File: config.mk
export PLATFORM = sky130hd
export DESIGN_NAME = nic_cmd_stat
export DESIGN_NICKNAME = d
export VERILOG_FILES = /design/src/rtl/nic_cs_pkg.sv /design/src/rtl/nic_cs_irq_bank.sv /design/src/rtl/nic_cs_run_ctrl.sv /design/src/rtl/nic_cs_fifo_dir.sv /design/src/rtl/nic_cmd_stat.sv
export SDC_FILE = /design/constraint.sdc
export NUM_CORES = 1
export LEC_CHECK = 0
export ABC_AREA = 1
export BUFFER_PORTS_ARGS = -buffer_cell sky130_fd_sc_hd__buf_2
export CAP_MARGIN = 25
export CORE_ASPECT_RATIO = 0.9
export CORE_MARGIN = 10
export CORE_UTILIZATION = 38
export DETAILED_ROUTE_END_ITERATION = 12
export PLACE_DENSITY = 0.74
export SLEW_MARGIN = 20
export SYNTH_ARGS = -nofsm -noshare
export SYNTH_HDL_FRONTEND = slang
export SYNTH_SLANG_ARGS = --single-unit
File: constraint.sdc
create_clock -name clk_i -period 0.85 [get_ports clk_i]
set_clock_uncertainty 0.1 [all_clocks]
set_input_delay 0.1275 -clock clk_i [delete_from_list [all_inputs] [get_ports clk_i]]
set_output_delay 0.1275 -clock clk_i [all_outputs]
set_load 0.02 [all_outputs]
File: src/rtl/nic_cs_pkg.sv
package nic_cs_pkg;
  localparam int unsigned WORD_W  = 16;
  localparam int unsigned NUM_SRC = 4;
  localparam int unsigned NUM_RUN = 3;

  // command layout, MSB first
  typedef struct packed {
    logic               to_wr;
    logic               to_rd;
    logic [NUM_RUN-1:0] run_clr;
    logic [NUM_RUN-1:0] run_set;
    logic [NUM_SRC-1:0] ack;
    logic [NUM_SRC-1:0] en;
  } cmd_t;

  // status layout, MSB first
  typedef struct packed {
    logic               rd_dir;
    logic               empty;
    logic               full;
    logic [1:0]         rsvd;
    logic [NUM_RUN-1:0] run_on;
    logic [NUM_SRC-1:0] pend;
    logic [NUM_SRC-1:0] en;
  } stat_t;
endpackage

File: src/rtl/nic_cs_irq_bank.sv
module nic_cs_irq_bank #(
  parameter int unsigned N = 4
) (
  input  logic         clk_i,
  input  logic         rst_ni,
  input  logic         wr_i,
  input  logic [N-1:0] en_i,
  input  logic [N-1:0] ack_i,
  input  logic [N-1:0] evt_i,
  output logic [N-1:0] en_o,
  output logic [N-1:0] pend_o,
  output logic         irq_o
);
  logic [N-1:0] en_q, pend_q;

  for (genvar g = 0; g < N; g++) begin : g_src
    always_ff @(posedge clk_i or negedge rst_ni) begin
      if (!rst_ni)   en_q[g] <= 1'b0;
      else if (wr_i) en_q[g] <= en_i[g];
    end

    // event beats acknowledge
    always_ff @(posedge clk_i or negedge rst_ni) begin
      if (!rst_ni)                pend_q[g] <= 1'b0;
      else if (evt_i[g])          pend_q[g] <= 1'b1;
      else if (wr_i && ack_i[g])  pend_q[g] <= 1'b0;
    end
  end

  assign en_o   = en_q;
  assign pend_o = pend_q;
  assign irq_o  = |(en_q & pend_q);
endmodule

File: src/rtl/nic_cs_run_ctrl.sv
module nic_cs_run_ctrl #(
  parameter int unsigned N = 3
) (
  input  logic         clk_i,
  input  logic         rst_ni,
  input  logic         wr_i,
  input  logic [N-1:0] set_i,
  input  logic [N-1:0] clr_i,
  output logic [N-1:0] on_o
);
  logic [N-1:0] on_q;

  for (genvar g = 0; g < N; g++) begin : g_run
    // clear beats set
    always_ff @(posedge clk_i or negedge rst_ni) begin
      if (!rst_ni)                on_q[g] <= 1'b0;
      else if (wr_i && clr_i[g])  on_q[g] <= 1'b0;
      else if (wr_i && set_i[g])  on_q[g] <= 1'b1;
    end
  end

  assign on_o = on_q;
endmodule

File: src/rtl/nic_cs_fifo_dir.sv
module nic_cs_fifo_dir (
  input  logic clk_i,
  input  logic rst_ni,
  input  logic wr_i,
  input  logic to_rd_i,
  input  logic to_wr_i,
  output logic rd_dir_o
);
  logic rd_q;

  // write direction wins on conflict
  always_ff @(posedge clk_i or negedge rst_ni) begin
    if (!rst_ni)               rd_q <= 1'b0;
    else if (wr_i && to_wr_i)  rd_q <= 1'b0;
    else if (wr_i && to_rd_i)  rd_q <= 1'b1;
  end

  assign rd_dir_o = rd_q;
endmodule

File: src/rtl/nic_cmd_stat.sv
module nic_cmd_stat
  import nic_cs_pkg::*;
(
  input  logic                clk_i,
  input  logic                rst_ni,
  input  logic                cmd_wr_i,
  input  logic [WORD_W-1:0]   cmd_i,
  input  logic [NUM_SRC-1:0]  evt_i,
  input  logic                fifo_full_i,
  input  logic                fifo_empty_i,
  output logic [WORD_W-1:0]   status_o,
  output logic                irq_o,
  output logic [NUM_RUN-1:0]  run_on_o,
  output logic                fifo_rd_dir_o
);
  cmd_t  cmd;
  stat_t stat;
  logic [NUM_SRC-1:0] en, pend;
  logic [NUM_RUN-1:0] run_on;
  logic               rd_dir;

  assign cmd = cmd_t'(cmd_i);

  nic_cs_irq_bank #(.N(NUM_SRC)) i_irq_bank (
    .clk_i  (clk_i),
    .rst_ni (rst_ni),
    .wr_i   (cmd_wr_i),
    .en_i   (cmd.en),
    .ack_i  (cmd.ack),
    .evt_i  (evt_i),
    .en_o   (en),
    .pend_o (pend),
    .irq_o  (irq_o)
  );

  nic_cs_run_ctrl #(.N(NUM_RUN)) i_run_ctrl (
    .clk_i  (clk_i),
    .rst_ni (rst_ni),
    .wr_i   (cmd_wr_i),
    .set_i  (cmd.run_set),
    .clr_i  (cmd.run_clr),
    .on_o   (run_on)
  );

  nic_cs_fifo_dir i_fifo_dir (
    .clk_i    (clk_i),
    .rst_ni   (rst_ni),
    .wr_i     (cmd_wr_i),
    .to_rd_i  (cmd.to_rd),
    .to_wr_i  (cmd.to_wr),
    .rd_dir_o (rd_dir)
  );

  always_comb begin
    stat        = '0;
    stat.en     = en;
    stat.pend   = pend;
    stat.run_on = run_on;
    stat.full   = fifo_full_i;
    stat.empty  = fifo_empty_i;
    stat.rd_dir = rd_dir;
  end

  assign status_o      = stat;
  assign run_on_o      = run_on;
  assign fifo_rd_dir_o = rd_dir;
endmodule

==> key figures, run 1 <==
Timing
  – Final setup violation count: 25
  – Post-route minimum period: 1.298 ns
  – Final worst slack: -0.4477 ns
  – Final Hold Vio Count: 0
  – Period utilization: 152.7%
  – RSZ-0062 raised after global routing: true
  – Setup_tns: -5.437 ns
  – Achievable Freq: 770.6 MHz
  – Final Max Slew Viols: 0

Drt
  – Initial DRC count: 17
  – Drt wl/cell: 13.40 um
  – Vias: 735
  – Final ANT Viol Nets: 0
  – DR vias/cell: 4.428
  – Drt drc: 0
  – Final WL: 2.224 mm
  – DR pass1 iterations: 5

Yosys
  – Seq/Total Area, Yosys: 49.18%
  – Avg Cell Area, Syn: 7.269 sq um
  – Post-synth ARST share: 100.0%
  – Post-synth EDFFs: 0
  – Synth top area share: 49.18%
  – Synth top area cells: dfrtp_1, nand2_1, buf_4
  – Yosys warning total: 0
  – Synth Register Bits: 12
  – Commonest cells in the netlist: nand2_1, inv_1, dfrtp_1
  – Most frequent cell after synthesis: nand2_1
  – Main synth FF type: dfrtp_1
  – Synth unique cells: 7
  – Mapped Cells: 84
  – Syn Std Cell Area: 610.6 sq um
  – Largest area contributor in the netlist: dfrtp_1

Global routing
  – Initial antenna violation count: 0
  – Total GRT Usage: 11.43%
  – Grt total ovfl: 0
  – Vias in the first global route: 793
  – Pin count of the biggest net entering global routing: 21
  – First-pass GRT wire length: 3.415 mm

CTS
  – Clock root buffer: clkbuf_4
  – CTS max path bufs: 2
  – CTS tree: done
  – Clk sink count: 12
  – Cts bufs inserted: 3
  – Clk_lat worst skew: 0.28 ns
  – H-tree depth: 1
  – Worst-path clk slew: 0.08 ns

Die
  – Full die area: 3613 sq um
  – Die height: 58.03 um
  – Die width: 62.26 um
  – Ports: 46
  – Core area: 1480 sq um
  – Starting Density: 41.25%
  – Row Count: 13

Power and ir drop
  – Leakage: 0.6714 nW
  – Power per cell area: 1491 nW/um^2
  – Peak VDD IR: 1.162 mV
  – Total power: 1.812 mW

Worst setup path
  – Crit path from: i_irq_bank.pend_o[2]
  – CP startpoint kind: flop
  – Critical R2R Capture: i_irq_bank.en_o[3]
  – CP Data Arrival Time: 1.07 ns
  – CP Capture Type: primary output
  – Reg-to-reg startpoint: i_irq_bank.en_o[3]
  – Worst setup path class: flop to primary output
  – Cell count of the worst reg-to-reg path: 4
  – Max FO, Critical Path: 2
  – WP data required: 0.62 ns
  – Reg2Reg Setup Slack: -0.11 ns
  – Critical path endpoint: irq_o

Placed design
  – Placed cell area: 827.0 sq um
  – GPL Wtd Cong: 0.6655
  – DP Worst Slack: -0.1328 ns
  – Hpwl dp: 1.348 mm
  – Number of I/O port buffers: 39

Outcome
  – Failing checks: negative setup slack
  – Status: complete, but fails checks

Layout
  – Area growth syn-to-layout: 98.98%
  – Final Net Count: 170
  – Design Area, Final: 1215 sq um
  – Share of post-route cells with drive strength above 1: 56.25%
  – Util after Layout: 82.08%
  – # diodes: 0

Run
  – Max-cap violations: 0

Hold path
  – Worst hold path type: input pin to flop
==> layout make-up <==
type / count / area, sq um
repair buffers: 65 / 565.5
well taps: 22 / 27.53
fillers: 93 / 265.3
flip-flops and latches: 12 / 315.3
multi-input cells: 45 / 200.2
clock buffers: 4 / 36.28
inverters: 18 / 70.07
==> registers in the layout, indices dropped and copies added (netlist names) <==
name,flops
i_run_ctrl.on_o,3
i_fifo_dir.rd_dir_o,1
i_irq_bank.en_o,4
i_irq_bank.pend_o,4
==> per-stage QoR <==
stage               hold WS, ns  cells
CTS                    -0.03570    162
global route            0.02421    166
floorplan               -0.2681     85
finish                  0.01229    166
global placement       -0.08250    142
detailed placement     -0.07931    142
==> worst min path at each step <==
stage	start	to	slack [ns]	cells past startpoint
global route	cmd_i[5]	i_irq_bank.pend_o[1]	0.02	4
global placement	rst_ni	i_irq_bank.pend_o[2]	-0.08	1
floorplan	rst_ni	i_fifo_dir.rd_dir_o	-0.27	0
CTS	cmd_i[0]	i_irq_bank.en_o[0]	-0.04	3
detailed placement	rst_ni	i_irq_bank.pend_o[0]	-0.08	1
finish	cmd_i[5]	i_irq_bank.pend_o[1]	0.01	4
==> power by group <==
part	switching [mW]	internal, mW
clock	0.212	0.261
combinational	0.311	0.348
sequential	0.0492	0.632
==> cells in the final DEF (no fill, tap or decap) <==
master	count
inv_1	11
clkbuf_8	1
o21ai_2	3
nand2_2	6
o21ai_1	1
dlygate4sd3_1	16
inv_4	1
nand2_1	33
inv_2	6
conb_1	2
buf_4	4
dfrtp_2	12
clkbuf_4	3
buf_6	24
buf_2	21
==> logic make-up (layout without fill, tap and decap cells) <==
family	after synthesis	in the layout	synth area share, %
AOI/OAI and AO/OA	4	4	3.279
buffers and inverters	28	87	22.95
DFF	12	12	49.18
other	1	2	0.6142
and+or+nand+nor	39	39	23.98
==> timing repair <==
action | in CTS | in global routing
endpoints found under the setup margin | 21 | 28
endpoints found under the hold margin | 24 | 3
buffers inserted | 3 | 3
hold buffers | 13 | 3
pin swaps | 6 | 9
resized for setup | 40 | 22
==> routing by layer <==
layer / routed length (um) / track usage [%] / up-vias
li1: - / - / 351
met1: 825 / 10.75 / 342
met2: 1150 / 19.59 / 40
met3: 246 / 8.061 / 2
met4: 2 / 3.822 / 0
met5: 0 / 0 / -
==> critical path, stage by stage, from the launching register on <==
cell	delay, ns
dfrtp_2	0.42
nand2_1	0.07
nand2_1	0.06
inv_1	0.06
nand2_2	0.05
buf_6	0.13
(Power assumes the default switching activity.)
==> run 2, diff against run 1 <==
==> constraint.sdc (replaced) <==
create_clock -name clk_i -period 0.85 [get_ports clk_i]
set_clock_uncertainty 0.1 [all_clocks]
set_input_delay 0.255 -clock clk_i [delete_from_list [all_inputs] [get_ports clk_i]]
set_output_delay 0.255 -clock clk_i [all_outputs]
set_load 0.02 [all_outputs]
==> key figures, run 2 (synthesized netlist as in run 1, its figures left out) <==
Outcome
  – Status: complete, but fails checks
  – Failing checks: negative setup slack

Layout
  – Commonest cells after routing, fill and taps aside: nand2_1, buf_6, buf_2, dfrtp_2
  – Util after Layout: 72.53%
  – Fillers: 103
  – Final Net Count: 154
  – Design Area, Final: 1074 sq um
  – Area growth syn-to-layout: 75.82%
  – Most common cell after layout, fill and taps aside: nand2_1
  – # diodes: 0
  – Multi-input gate area: 209.0 sq um
  – Share of post-route cells with drive strength above 1: 64.84%
  – FF+latch area: 315.3 sq um

Timing
  – Final setup violation count: 18
  – Final Hold Vio Count: 0
  – Period utilization: 161.9%
  – RSZ-0062 raised after global routing: true
  – Hold Slack: 0.05694 ns
  – Final worst slack: -0.5262 ns
  – Achievable Freq: 726.7 MHz
  – Post-route minimum period: 1.376 ns
  – Final Max Slew Viols: 0

Placed design
  – GPL Wtd Cong: 0.6177
  – DP Worst Slack: -0.2422 ns
  – Number of I/O port buffers: 39
  – Hpwl dp: 1.303 mm
  – Placed cell area: 847.1 sq um

Hold path
  – Worst hold path type: input pin to flop
  – WHS Path Cells: 3
  – Hold path endpoint: i_irq_bank.pend_o[2]
  – Hold Startpoint: evt_i[2]

Die
  – Full die area: 3613 sq um
  – Starting Density: 41.25%
  – Die height: 58.03 um
  – Ports: 46
  – Die width: 62.26 um
  – Core area: 1480 sq um
  – Row Count: 13

Worst setup path
  – Worst path top cell family by delay: flip-flops
  – Slowest CP cell: dfrtp_2
  – Cell count of the worst reg-to-reg path: 4
  – Worst setup path class: flop to primary output
  – CP Data Arrival Time: 1.02 ns
  – WP data required: 0.49 ns
  – Crit path largest cell delay: 0.41 ns
  – CP bufs+invs: 2
  – CP startpoint kind: flop
  – Cell chain of the critical path: nand2_1 > nand2_1 > inv_1 > nand2_2 > buf_6
  – CP Capture Type: primary output
  – Reg-to-reg startpoint: i_irq_bank.pend_o[2]
  – Critical R2R Capture: i_irq_bank.pend_o[2]
  – Max FO, Critical Path: 2
  – Most used cell, CP: nand2_1
  – Reg2Reg Setup Slack: -0.08 ns

Global routing
  – M3 GR Usage: 5.758%
  – GR Util met1: 10.45%
  – First-pass GRT wire length: 2.925 mm
  – Initial antenna violation count: 0
  – Vias in the first global route: 638
  – Top Usage Layer GRT: met2
  – Pin count of the biggest net entering global routing: 21
  – Grt met2 use: 16.52%
  – Grt total ovfl: 0
  – Total GRT Usage: 10.16%

Drt
  – Drt drc: 0
  – Initial DRC count: 14
  – Vias: 607
  – Drt wl/cell: 11.66 um
  – DR vias/cell: 4.047
  – DR pass1 iterations: 3
  – Final ANT Viol Nets: 0
  – Final WL: 1.749 mm

CTS
  – Clk sink count: 12
  – CTS tree: done
  – Clock root buffer: clkbuf_4
  – H-tree depth: 1
  – CTS max path bufs: 2
  – Clk_lat worst skew: 0.27 ns
  – Worst-path clk slew: 0.08 ns
  – Cts bufs inserted: 3

Power and ir drop
  – Leakage: 0.6093 nW
  – Total power: 1.727 mW
  – Power per cell area: 1609 nW/um^2
  – Peak VDD IR: 0.9161 mV

Run
  – Max-cap violations: 0
-- run 2: changes by cell type in the layout (fill, tap and decap cells not counted) --
| cell | change |
|---|---|
| inv_2 | +3 |
| buf_4 | -3 |
| inv_4 | -1 |
| o21ai_1 | -1 |
| nand2_2 | -1 |
| buf_12 | +1 |
| nand2_4 | +1 |
| o21ai_2 | +1 |
| buf_2 | +1 |
| inv_1 | -2 |
| dlygate4sd3_1 | -15 |
-- run 2: how the worst max path moves through the flow --
stage,start,to,slack (ns),cells after the start
floorplan,i_irq_bank.en_o[0],irq_o,-0.20,4
detailed placement,i_irq_bank.en_o[0],irq_o,-0.24,5
global route,i_irq_bank.en_o[3],irq_o,-0.60,5
CTS,i_irq_bank.pend_o[0],irq_o,-0.54,5
global placement,i_irq_bank.en_o[2],irq_o,-0.24,5
finish,i_irq_bank.pend_o[0],irq_o,-0.53,5
-- run 2: per-stage QoR --
stage,TNS (ns),cells
after global routing,-7.452,150
after floorplan,-0.5606,85
after global placement,-1.951,143
final,-6.700,150
after detailed placement,-2.196,143
after CTS,-6.939,149
-- run 2: worst reg2reg max path: cells and delay by family, from the launching register on --
family	cells	cell delay, ns
simple gates	2	0.08
flops	1	0.42
buf+inv	2	0.23
-- run 2: routing by layer --
layer | share of wire [%] | vias to the layer above | wire length [um]
met3 | 12 | 2 | 204
met4 | 0.11 | 0 | 2
met1 | 39 | 261 | 688
met5 | 0 | - | 0
met2 | 49 | 29 | 853
li1 | - | 315 | -
-- run 2: area by class of cell --
type                    instances  area share [%]
repair buffers                 49           38.93
flip-flops and latches         12           29.37
multi-input cells              45           19.46
inverters                      18           6.294
clock buffers                   4           3.380
well taps                      22           2.564
-- run 2: timing repair --
| action | CTS | global route |
|---|---|---|
| gates cloned | 0 | 0 |
| pin swaps | 1 | 6 |
| endpoints found under the setup margin | 20 | 28 |
| hold buffers | 1 | 0 |
| setup buffers | 1 | 1 |
| hold endpoints to repair | 12 | 0 |
| gates resized for setup | 37 | 27 |
-- run 2: where the power goes --
group	switching (mW)	internal (mW)	leakage [nW]
logic	0.283	0.304	0.463
registers	0.0489	0.632	0.125
clock network	0.200	0.260	0.0210
